### config.mk
export PLATFORM = sky130hd
export DESIGN_NAME = tick_timer_bank
export DESIGN_NICKNAME = d
export VERILOG_FILES = /design/src/rtl/tmr_pkg.sv /design/src/rtl/tmr_addr_dec.sv /design/src/rtl/tmr_chan.sv /design/src/rtl/tmr_rdmux.sv /design/src/rtl/tick_timer_bank.sv
export SDC_FILE = /design/constraint.sdc
export NUM_CORES = 1
export LEC_CHECK = 0
export BUFFER_PORTS_ARGS = -buffer_cell sky130_fd_sc_hd__buf_4
export CORE_MARGIN = 4
export CORE_UTILIZATION = 55
export DETAILED_ROUTE_END_ITERATION = 8
export PLACE_DENSITY = 0.7
export REMOVE_ABC_BUFFERS = 1
export SLEW_MARGIN = 20
export SYNTH_ARGS = -nofsm -noshare
export SYNTH_HDL_FRONTEND = slang
export SYNTH_SLANG_ARGS = --single-unit
### constraint.sdc
create_clock -name clk -period 4.55 [get_ports clk]
set_input_delay 0.2275 -clock clk [delete_from_list [all_inputs] [get_ports clk]]
set_output_delay 0.2275 -clock clk [all_outputs]
set_load 0.05 [all_outputs]
### src/rtl/tmr_pkg.sv
package tmr_pkg;
  // selector for the four registers inside one channel slot
  typedef enum logic [1:0] {
    RG_RELOAD = 2'd0,
    RG_LIVE   = 2'd1,
    RG_CTL    = 2'd2,
    RG_STAT   = 2'd3
  } chan_reg_e;

  // control register fields, bit 0 upward: enable, interrupt enable, link
  typedef struct packed {
    logic link;
    logic irq_en;
    logic run_en;
  } chan_ctl_t;

  localparam int CTL_W       = 3;
  localparam int DIS_BIT     = 1;
  localparam int SLOT_LSB    = 4;
  localparam int SLOT_W      = 4;
  localparam int PAGE_LSB    = 8;
  localparam int CHAN_PAGE   = 1;
endpackage

### src/rtl/tmr_addr_dec.sv
module tmr_addr_dec
  import tmr_pkg::*;
#(
  parameter int NUM_CH = 4,
  parameter int ADDR_W = 12,
  parameter int IDX_W  = 2
) (
  input  logic [ADDR_W-1:0] bus_addr,
  input  logic              bus_we,
  output logic              glb_we,
  output logic              rd_glb,
  output logic              rd_chan,
  output logic [IDX_W-1:0]  rd_idx,
  output chan_reg_e         rd_reg,
  output logic [NUM_CH-1:0] ld_we,
  output logic [NUM_CH-1:0] ctl_we,
  output logic [NUM_CH-1:0] stat_we
);
  localparam int PAGE_W = ADDR_W - PAGE_LSB;

  logic [SLOT_W-1:0] slot;
  logic [PAGE_W-1:0] page;
  logic              aligned;
  logic              glb_hit;
  logic              chan_hit;
  chan_reg_e         reg_sel;

  assign slot     = bus_addr[SLOT_LSB +: SLOT_W];
  assign page     = bus_addr[ADDR_W-1:PAGE_LSB];
  assign aligned  = (bus_addr[1:0] == 2'b00);
  assign glb_hit  = (bus_addr == '0);
  assign chan_hit = (page == PAGE_W'(CHAN_PAGE)) && aligned && (int'(slot) < NUM_CH);
  assign reg_sel  = chan_reg_e'(bus_addr[3:2]);

  assign glb_we  = bus_we && glb_hit;
  assign rd_glb  = glb_hit;
  assign rd_chan = chan_hit;
  assign rd_idx  = bus_addr[SLOT_LSB +: IDX_W];
  assign rd_reg  = reg_sel;

  for (genvar ch = 0; ch < NUM_CH; ch++) begin : g_strobe
    logic mine;
    assign mine        = bus_we && chan_hit && (slot == SLOT_W'(ch));
    assign ld_we[ch]   = mine && (reg_sel == RG_RELOAD);
    assign ctl_we[ch]  = mine && (reg_sel == RG_CTL);
    assign stat_we[ch] = mine && (reg_sel == RG_STAT);
  end
endmodule

### src/rtl/tmr_chan.sv
module tmr_chan
  import tmr_pkg::*;
#(
  parameter int DATA_W = 32
) (
  input  logic              clk,
  input  logic              rst,
  input  logic              run,
  input  logic              ld_we,
  input  logic              ctl_we,
  input  logic              stat_we,
  input  logic [DATA_W-1:0] wdata,
  input  logic              link_evt,
  output logic [DATA_W-1:0] load_q,
  output logic [DATA_W-1:0] cnt_q,
  output chan_ctl_t         ctl_q,
  output logic              flag_q,
  output logic              irq_q,
  output logic              zero_evt
);
  chan_ctl_t         wctl;
  chan_ctl_t         ctl_d;
  logic [DATA_W-1:0] cnt_d;
  logic              flag_d;
  logic              step;
  logic              hit_zero;
  logic              restart;

  assign wctl = chan_ctl_t'(wdata[CTL_W-1:0]);

  // a linked channel steps only on the neighbour's zero pass;
  // channel 0 is fed a constant 1 so its link bit is inert
  assign step     = run && ctl_q.run_en && (!ctl_q.link || link_evt);
  assign hit_zero = step && (cnt_q == '0);
  assign restart  = ctl_we && wctl.run_en && !ctl_q.run_en;
  assign zero_evt = hit_zero;

  always_comb begin
    cnt_d = cnt_q;
    if (restart)       cnt_d = load_q;
    else if (hit_zero) cnt_d = load_q;
    else if (step)     cnt_d = cnt_q - DATA_W'(1);

    ctl_d  = ctl_we ? wctl : ctl_q;
    flag_d = hit_zero || (flag_q && !(stat_we && wdata[0]));
  end

  always_ff @(posedge clk) begin
    if (rst) begin
      load_q <= '0;
      cnt_q  <= '0;
      ctl_q  <= '0;
      flag_q <= 1'b0;
      irq_q  <= 1'b0;
    end else begin
      if (ld_we) load_q <= wdata;
      cnt_q  <= cnt_d;
      ctl_q  <= ctl_d;
      flag_q <= flag_d;
      irq_q  <= flag_d && ctl_d.irq_en;
    end
  end
endmodule

### src/rtl/tmr_rdmux.sv
module tmr_rdmux
  import tmr_pkg::*;
#(
  parameter int NUM_CH = 4,
  parameter int DATA_W = 32,
  parameter int IDX_W  = 2
) (
  input  logic                           clk,
  input  logic                           rst,
  input  logic                           rd_glb,
  input  logic                           rd_chan,
  input  logic [IDX_W-1:0]               rd_idx,
  input  chan_reg_e                      rd_reg,
  input  logic                           mod_dis,
  input  logic [NUM_CH-1:0][DATA_W-1:0]  load_arr,
  input  logic [NUM_CH-1:0][DATA_W-1:0]  cnt_arr,
  input  logic [NUM_CH-1:0][CTL_W-1:0]   ctl_arr,
  input  logic [NUM_CH-1:0]              flag_vec,
  output logic [DATA_W-1:0]              rdata
);
  logic [DATA_W-1:0] sel_d;

  always_comb begin
    sel_d = '0;
    if (rd_glb) begin
      sel_d[DIS_BIT] = mod_dis;
    end else if (rd_chan) begin
      unique case (rd_reg)
        RG_RELOAD: sel_d = load_arr[rd_idx];
        RG_LIVE:   sel_d = cnt_arr[rd_idx];
        RG_CTL:    sel_d[CTL_W-1:0] = ctl_arr[rd_idx];
        RG_STAT:   sel_d[0] = flag_vec[rd_idx];
        default:   sel_d = '0;
      endcase
    end
  end

  always_ff @(posedge clk) begin
    if (rst) rdata <= '0;
    else     rdata <= sel_d;
  end
endmodule

### src/rtl/tick_timer_bank.sv
module tick_timer_bank
  import tmr_pkg::*;
#(
  parameter int NUM_CH = 4,
  parameter int DATA_W = 32,
  parameter int ADDR_W = 12
) (
  input  logic              clk,
  input  logic              rst,
  input  logic [ADDR_W-1:0] bus_addr,
  input  logic              bus_we,
  input  logic [DATA_W-1:0] bus_wdata,
  output logic [DATA_W-1:0] bus_rdata,
  output logic [NUM_CH-1:0] irq
);
  localparam int IDX_W = (NUM_CH > 1) ? $clog2(NUM_CH) : 1;

  logic                          glb_we;
  logic                          rd_glb;
  logic                          rd_chan;
  logic [IDX_W-1:0]              rd_idx;
  chan_reg_e                     rd_reg;
  logic [NUM_CH-1:0]             ld_we;
  logic [NUM_CH-1:0]             ctl_we;
  logic [NUM_CH-1:0]             stat_we;
  logic                          mod_dis;
  logic [NUM_CH-1:0][DATA_W-1:0] load_arr;
  logic [NUM_CH-1:0][DATA_W-1:0] cnt_arr;
  logic [NUM_CH-1:0][CTL_W-1:0]  ctl_arr;
  logic [NUM_CH-1:0]             flag_vec;
  logic [NUM_CH-1:0]             en_vec;
  logic [NUM_CH-1:0]             ie_vec;
  logic [NUM_CH-1:0]             link_vec;
  logic [NUM_CH-1:0]             zero_vec;

  tmr_addr_dec #(.NUM_CH(NUM_CH), .ADDR_W(ADDR_W), .IDX_W(IDX_W)) u_dec (
    .bus_addr (bus_addr),
    .bus_we   (bus_we),
    .glb_we   (glb_we),
    .rd_glb   (rd_glb),
    .rd_chan  (rd_chan),
    .rd_idx   (rd_idx),
    .rd_reg   (rd_reg),
    .ld_we    (ld_we),
    .ctl_we   (ctl_we),
    .stat_we  (stat_we)
  );

  // module disable comes out of reset set: counters frozen
  always_ff @(posedge clk) begin
    if (rst)         mod_dis <= 1'b1;
    else if (glb_we) mod_dis <= bus_wdata[DIS_BIT];
  end

  for (genvar ch = 0; ch < NUM_CH; ch++) begin : g_chan
    chan_ctl_t ctl_w;
    logic      link_in;

    if (ch == 0) begin : g_head
      assign link_in = 1'b1;
    end else begin : g_tail
      assign link_in = zero_vec[ch-1];
    end

    tmr_chan #(.DATA_W(DATA_W)) u_chan (
      .clk      (clk),
      .rst      (rst),
      .run      (!mod_dis),
      .ld_we    (ld_we[ch]),
      .ctl_we   (ctl_we[ch]),
      .stat_we  (stat_we[ch]),
      .wdata    (bus_wdata),
      .link_evt (link_in),
      .load_q   (load_arr[ch]),
      .cnt_q    (cnt_arr[ch]),
      .ctl_q    (ctl_w),
      .flag_q   (flag_vec[ch]),
      .irq_q    (irq[ch]),
      .zero_evt (zero_vec[ch])
    );

    assign ctl_arr[ch]  = ctl_w;
    assign en_vec[ch]   = ctl_w.run_en;
    assign ie_vec[ch]   = ctl_w.irq_en;
    assign link_vec[ch] = ctl_w.link;
  end

  tmr_rdmux #(.NUM_CH(NUM_CH), .DATA_W(DATA_W), .IDX_W(IDX_W)) u_rd (
    .clk      (clk),
    .rst      (rst),
    .rd_glb   (rd_glb),
    .rd_chan  (rd_chan),
    .rd_idx   (rd_idx),
    .rd_reg   (rd_reg),
    .mod_dis  (mod_dis),
    .load_arr (load_arr),
    .cnt_arr  (cnt_arr),
    .ctl_arr  (ctl_arr),
    .flag_vec (flag_vec),
    .rdata    (bus_rdata)
  );
endmodule

==> Word-level counts from Yosys, hierarchy flattened <==
Cells that the tools add are included.
{ "word_totals": {"reg_bits": 309, "inputBits": 47, "wordCells": 157} }
{ "classes": {"n_addsub": 4, "order_cmp": 2, "eq_ne": 7, "muxes": 29, "bitwise": 1, "n_reduce_logical": 83} }
{ "ops": {"columns": ["operator", "n"], "rows": [
  ["$mux 32", 14],
  ["$bmux 32 s2", 2],
  ["$logic_not 32->1", 4],
  ["$sub 32x1->32 const B", 4],
  ["$pmux 29 s2", 1],
  ["$logic_and 1x1->1", 51],
  ["$logic_not 1->1", 12],
  ["$logic_not 12->1", 1],
  ["$reduce_bool 3->1", 4],
  ["$mux 2", 5],
  ["$eq 4x1->1 const B", 2],
  ["$eq 4x2->1 const B", 2],
  ["$logic_or 1x1->1", 7],
  ["$bmux 3 s2", 1],
  ["$pmux 2 s3", 1],
  ["$eq 2x2->1 const B", 2],
  ["$logic_not 2->1", 2],
  ["$logic_not 4->1", 1],
  ["$lt 4x3->1 const B", 1],
  ["$pmux 1 s4", 1],
  ["$lt 2x3->1 const B", 1],
  ["$mux 3", 1],
  ["$reduce_or 3->1", 1],
  ["$bmux 1 s2", 1],
  ["3 further kinds", 4]
]} }

==> Longest topological paths before layout <==
{ "logic_depth": {"ltp_word": 14, "depth_mapped": 12, "ltp_nobuf": 9} }

==> By module <==
From an unflattened synthesis, not the netlist that was laid out.
{ "unflattened": {"hier_cells": 1817, "hier_area_um2": 16500.8} }
{ "by_module_without_submodules": {"columns": ["module", "n_inst", "cells_each", "area_per_inst_um2", "seq_area_each_um2"], "rows": [
  ["tmr_chan (g_chan[0].u_chan ...)", 2, 387, 3360.7, 1381.3],
  ["tmr_chan (g_chan[2].u_chan ...)", 2, 384, 3326.9, 1381.3],
  ["tmr_rdmux", 1, 235, 2825.2, 640.6],
  ["tmr_addr_dec", 1, 34, 252.7, 0.0],
  ["tick_timer_bank", 1, 6, 47.5, 20.0]
]} }

==> Worst setup path before layout <==
Ideal clock, no wire load.
{ "synth_timing": {"path_kind": "register to register", "startpoint": "register g_chan[3].u_chan.cnt_q[0]", "endpoint": "register g_chan[3].u_chan.cnt_q[25]", "arrival_time_ns": 3.353, "required_time_ns": 4.436, "path_slack_ns": 1.082, "stages_incl_launch_ff": 11, "path_buffers": 1, "period_less_slack_ns": 3.468, "cell_sequence": "dfxtp_1 -> inv_1 -> ha_1 -> or4b_2 -> or4_1 -> nor3_1 -> nor3b_1 -> a21oi_1 -> clkbuf_1 -> mux2i_1 -> a2111oi_0"} }
{ "synth_via": {"elab_chain_len": 4, "elab_cells_between_ends": 7, "classes_between": "add/sub: 1; mux: 3; reduce/logical: 3"} }
{ "synth_rtl": {"columns": ["element", "line_no", "source"], "rows": [
  ["from (decl)", "tmr_chan.sv:15", "output logic [DATA_W-1:0] cnt_q,"],
  ["from (signal assigned)", "tmr_chan.sv:57", "cnt_q <= cnt_d;"],
  ["$sub 32x1->32 or $logic_not 32->1 (tied branches)", "tmr_chan.sv:42, tmr_chan.sv:34", null],
  ["$mux 32 or $logic_and 1x1->1 (tied branches)", "tmr_chan.sv:42, tmr_chan.sv:34", null],
  ["$mux 32", "tmr_chan.sv:41", "else if (hit_zero) cnt_d = load_q;"],
  ["$mux 32", "tmr_chan.sv:40", "if (restart) cnt_d = load_q;"]
]} }
Parallel ways exist; a longest one is shown, timed or not. The select of a mux whose other input is x is not followed.
A chain may end at the register's enable or synchronous reset.

==> Final worst setup path <==
{ "layout_timing": {"startpoint": "register g_chan[0].u_chan.cnt_q[8]", "endpoint": "register g_chan[1].u_chan.cnt_q[30]"} }
{ "layout_via": {"elab_chain_len": 7, "elab_cells_between_ends": 8, "classes_between": "mux: 2; reduce/logical: 6"} }
{ "layout_rtl": {"columns": ["element", "line_no", "source"], "rows": [
  ["from (decl)", "tmr_chan.sv:15", null],
  ["from (signal assigned)", "tmr_chan.sv:57", null],
  ["$logic_not 32->1 (*)", "tmr_chan.sv:34", "assign hit_zero = step && (cnt_q == '0);"],
  ["$logic_and 1x1->1 (*)", "tmr_chan.sv:34", null],
  ["$logic_or 1x1->1 (*)", "tmr_chan.sv:33", "assign step = run && ctl_q.run_en && (!ctl_q.link || link_evt);"],
  ["$logic_and 1x1->1 (*)", "tmr_chan.sv:33", null],
  ["$logic_and 1x1->1", "tmr_chan.sv:34", null],
  ["$mux 32", "tmr_chan.sv:41", null],
  ["$mux 32", "tmr_chan.sv:40", null],
  ["to (signal assigned)", "tmr_chan.sv:57", null],
  ["to (decl)", "tmr_chan.sv:15", null]
]} }
Every way passes the cells marked *; elsewhere a longest branch is shown, timed or not.

==> results.txt <==
Based on the critical path, the design can be clocked at up to 0.254 GHz. By area the synthesized netlist is led by sky130_fd_sc_hd__dfxtp_1, sky130_fd_sc_hd__mux4_2, sky130_fd_sc_hd__nand2_1, sky130_fd_sc_hd__a21oi_1, sky130_fd_sc_hd__mux2i_1. Subtracting the final worst setup slack from the clock period gives 3930 ps. For this run, global-route usage on met2 was measured as 0.556. The number of antenna violations at the first check in global routing came out at 1. The worst hold margin came out at 32.4 ps. Of the cells placed in the final design, the portion with a size suffix greater than 1 is 0.142. The most common cell after layout, fill and taps aside is sky130_fd_sc_hd__nand2_1.

The share of the synthesized area in the top cell type came out at 0.371. The overall via count from detail_route is between 15k and 20k. The count of mapped cells out of synthesis came out at 2041. The finished layout holds 2506 standard cells, fillers aside. Routability-driven placement finished with a final weighted congestion of 0.969. The sequential share of the synthesized area is 0.371.

The cell chosen for the clock root is sky130_fd_sc_hd__clkbuf_16. The cell that appears most often on the critical path is sky130_fd_sc_hd__or4_1. The actual slew at the worst max-slew pin is 1100 ps. For this run, asynchronously set or reset flops after synthesis account for 0. The number of clock sinks came out at 309. IR analysis of the VDD net gives a maximum drop of about 330 uV. The count of antenna-violating nets left after detailed routing came out at 0.

The initial detailed-routing violation count is 2288. In this run the power density over the cells is 301 mW/mm^2. The residual overflow from global routing came out at 0. In the global route stage, met1 resource usage came out at 0.483. The total non-filler cell area in the finished layout came out at 0.0191 sq mm. The number of buffers inserted by port buffering came out at 82. The half-perimeter wire length after placement came out at 41000 um. The layer flagged by global routing as most heavily used is met2. The pin count of the biggest net entering global routing is 88. The number of global-route vias before repair is 15.7k. The number of placement rows came out at 63. The full die area came out at 0.0331 sq mm. For the worst setup path, the data required time is between 4000 and 5000 ps.

Summed over all cells, the static leakage comes to 7.23 nW. In the synthesized netlist the dominant register cell turns out to be sky130_fd_sc_hd__dfxtp_1. The distinct cell type count after synthesis came out at 72. The met3 global-route usage came out at 0.0665.

After synthesis the cells add up to around 0.017 sq mm. Counting along the longest clock path gives a buffer depth of 3. The floorplan step set the die height to 182 um. Summed over all instances, the cell type with the most area after synthesis is sky130_fd_sc_hd__dfxtp_1. The tool flagged a number of max-cap violations equal to 0. Clock-pin slew was measured on the worst setup and hold paths at 60 ps.

The total count of hold-check failures in the final report came out at 0. Counting flops and latches in the post-synthesis netlist gives approximately 310. After routing, the total negative slack on setup checks comes to 0 ps. Post-CTS repair changed the size of 0 cells. The min-delay analysis places its worst path in the category in -> reg. The final net count came out at about 2.1k. At the later pin of the worst-skew pair, clock insertion delay measures 520 ps.

The largest driver fanout on the critical path is 19. The placed instances occupy a cell area of approximately 0.018 sq mm. The H-tree was split into 2 levels. The post-synthesis area per instance is 8.16 sq um. The filler cell count in the final layout came out at about 2.6k. The number of synthesized flops with an enable pin came out at 0.

For this configuration, the core starts out at a cell density of 0.560. The maximum single-stage delay on the critical path came out at 750 ps. The library cells used most frequently in the layout, excluding fill and tap cells, are sky130_fd_sc_hd__nand2_1, sky130_fd_sc_hd__dfxtp_1, sky130_fd_sc_hd__a21oi_1, sky130_fd_sc_hd__nor2_1, sky130_fd_sc_hd__buf_4. The worst slew slack as a fraction of its limit is 0.263. Summed over all layers, the routed wires come to between 60000 and 70000 um. Of the available clock period, the critical path in the final layout requires 0.865. For the final database, setup skew stands at 12.2 ps. The number of failing setup endpoints in the final timing report came out at 0.

The first global-routing pass estimated ~93000 um of wire. The average wire length per cell after detail routing is about 24 um. After detailed routing, the number of remaining DRC violations is 0. The count of yosys warnings during synthesis is 0. The flow ran to the end, and the final reports show no timing, DRC or antenna violations. For this design, the slowest cell found on the critical path is sky130_fd_sc_hd__or4_1. The total global-route track usage came out at 0.356. The ratio of routed vias to standard cells is approximately 6.7. Buffers added to address setup during post-CTS repair amount to 0. STA classifies the critical path endpoint as a flip-flop. The number of hold buffers added after cts came out at 29. The count of boundary I/O pins is 83.

The nature of the critical path startpoint is a flip-flop. The number of buffers inserted during clock tree synthesis is 36. The first-pass detailed-route iteration total is 5. The cell total after placement is between 2k and 2.5k. TritonCTS built the clock tree.

Setup repair after global routing left no endpoint under its margin. The critical path is of the reg -> reg type. The area growth from synthesis to final layout is 14.4%. At the worst endpoint, the arrival time is 4360 ps. The die width came out at 182 um. The floorplan core area came out at 0.0297 sq mm. The number of pins exceeding their max-slew limit in the final report is 0. Walking the worst path, the cells encountered are or4_4 -> or4_1 -> or4_1 -> a2111oi_4 -> nor2_2 -> buf_4 -> mux2i_1 -> a221oi_1.
synthesized netlist by cell type, drive strengths merged (9+ instances only):
library cell / instances
mux4: 69
a32o: 9
or3: 21
a21oi: 234
o21ai: 113
dfxtp: 309
a221oi: 17
inv: 57
nor3: 98
buf: 35
a211oi: 14
a21boi: 9
or4: 32
a22oi: 11
o32ai: 26
o211ai: 9
and2: 23
mux2i: 80
nand3: 46
nor4: 48
clkbuf: 122
nand4: 20
nor2: 151
nand2: 349
a2111oi: 12
nor3b: 11
or2: 9
worst max-delay path, delay by kind of cell (launching register included):
kind	cells	cell delay, ps
AND/OR/NAND/NOR	4	2280
AO/OA/AOI/OAI	2	770
flip-flops	1	380
buffers and inverters	1	270
multiplexers	1	130
registers in the layout (all words and copies together), names as in the netlist:
register,count
g_chan.u_chan.ctl_q,12
g_chan.u_chan.irq_q,4
u_rd.rdata,32
mod_dis,1
g_chan.u_chan.cnt_q,128
g_chan.u_chan.flag_q,4
g_chan.u_chan.load_q,128
per-layer routing:
layer | wire length (um) | part of all wire
met2 | 27800 | 0.45
met5 | 11 | 0.00018
met4 | 2980 | 0.049
met3 | 6290 | 0.10
met1 | 24300 | 0.40
worst paths after layout:
| check | start | cells after the start | slack, ps | end |
|---|---|---|---|---|
| hold / removal | bus_wdata[2] | 3 | 30 | g_chan[3].u_chan.load_q[2] |
| setup reg to reg | g_chan[0].u_chan.cnt_q[8] | 8 | 620 | g_chan[1].u_chan.cnt_q[30] |
| hold reg to reg | g_chan[0].u_chan.ctl_q[2] | 2 | 460 | g_chan[0].u_chan.ctl_q[2] |
| setup / recovery | g_chan[0].u_chan.cnt_q[8] | 8 | 620 | g_chan[1].u_chan.cnt_q[30] |
power breakdown:
part,internal [mW],switching [mW],total [mW]
registers,2.71,0.000357,2.71
clock network,1.66,1.17,2.83
logic,0.0822,0.131,0.213
cell type report:
| class | instances | area [sq um] | share of cell area |
|---|---|---|---|
| sequential | 309 | 6190 | 0.325 |
| timing repair buffer | 168 | 1370 | 0.0716 |
| antenna | 3 | 7.51 | 0.000394 |
| clock inverter | 9 | 75.1 | 0.00394 |
| tap | 390 | 488 | 0.0256 |
| clock buffer | 52 | 1050 | 0.0552 |
| inverter | 57 | 214 | 0.0112 |
| multi-input combinational | 1518 | 9670 | 0.507 |
logic make-up (layout without fill, tap and decap cells):
logic type	after synthesis	count (layout)	synth area share
compound gates	502	502	0.183
xor+xnor	3	3	0.00158
fa+ha+maj	6	6	0.00451
buf+inv	214	286	0.0519
flops	309	309	0.371
mux	155	155	0.145
other cells	0	3	0
simple gates	852	852	0.242
per-stage QoR:
| stage | total power, mW | setup slack [ps] | utilization |
|---|---|---|---|
| floorplan | 2.81 | -935 | - |
| global placement | 2.95 | 752 | 0.593 |
| detailed placement | 2.96 | 669 | 0.593 |
| CTS | 5.75 | 656 | 0.641 |
| global route | 5.88 | 429 | 0.641 |
| finish | 5.74 | 616 | 0.641 |
No activity file was read; power rests on OpenSTA's default activity.
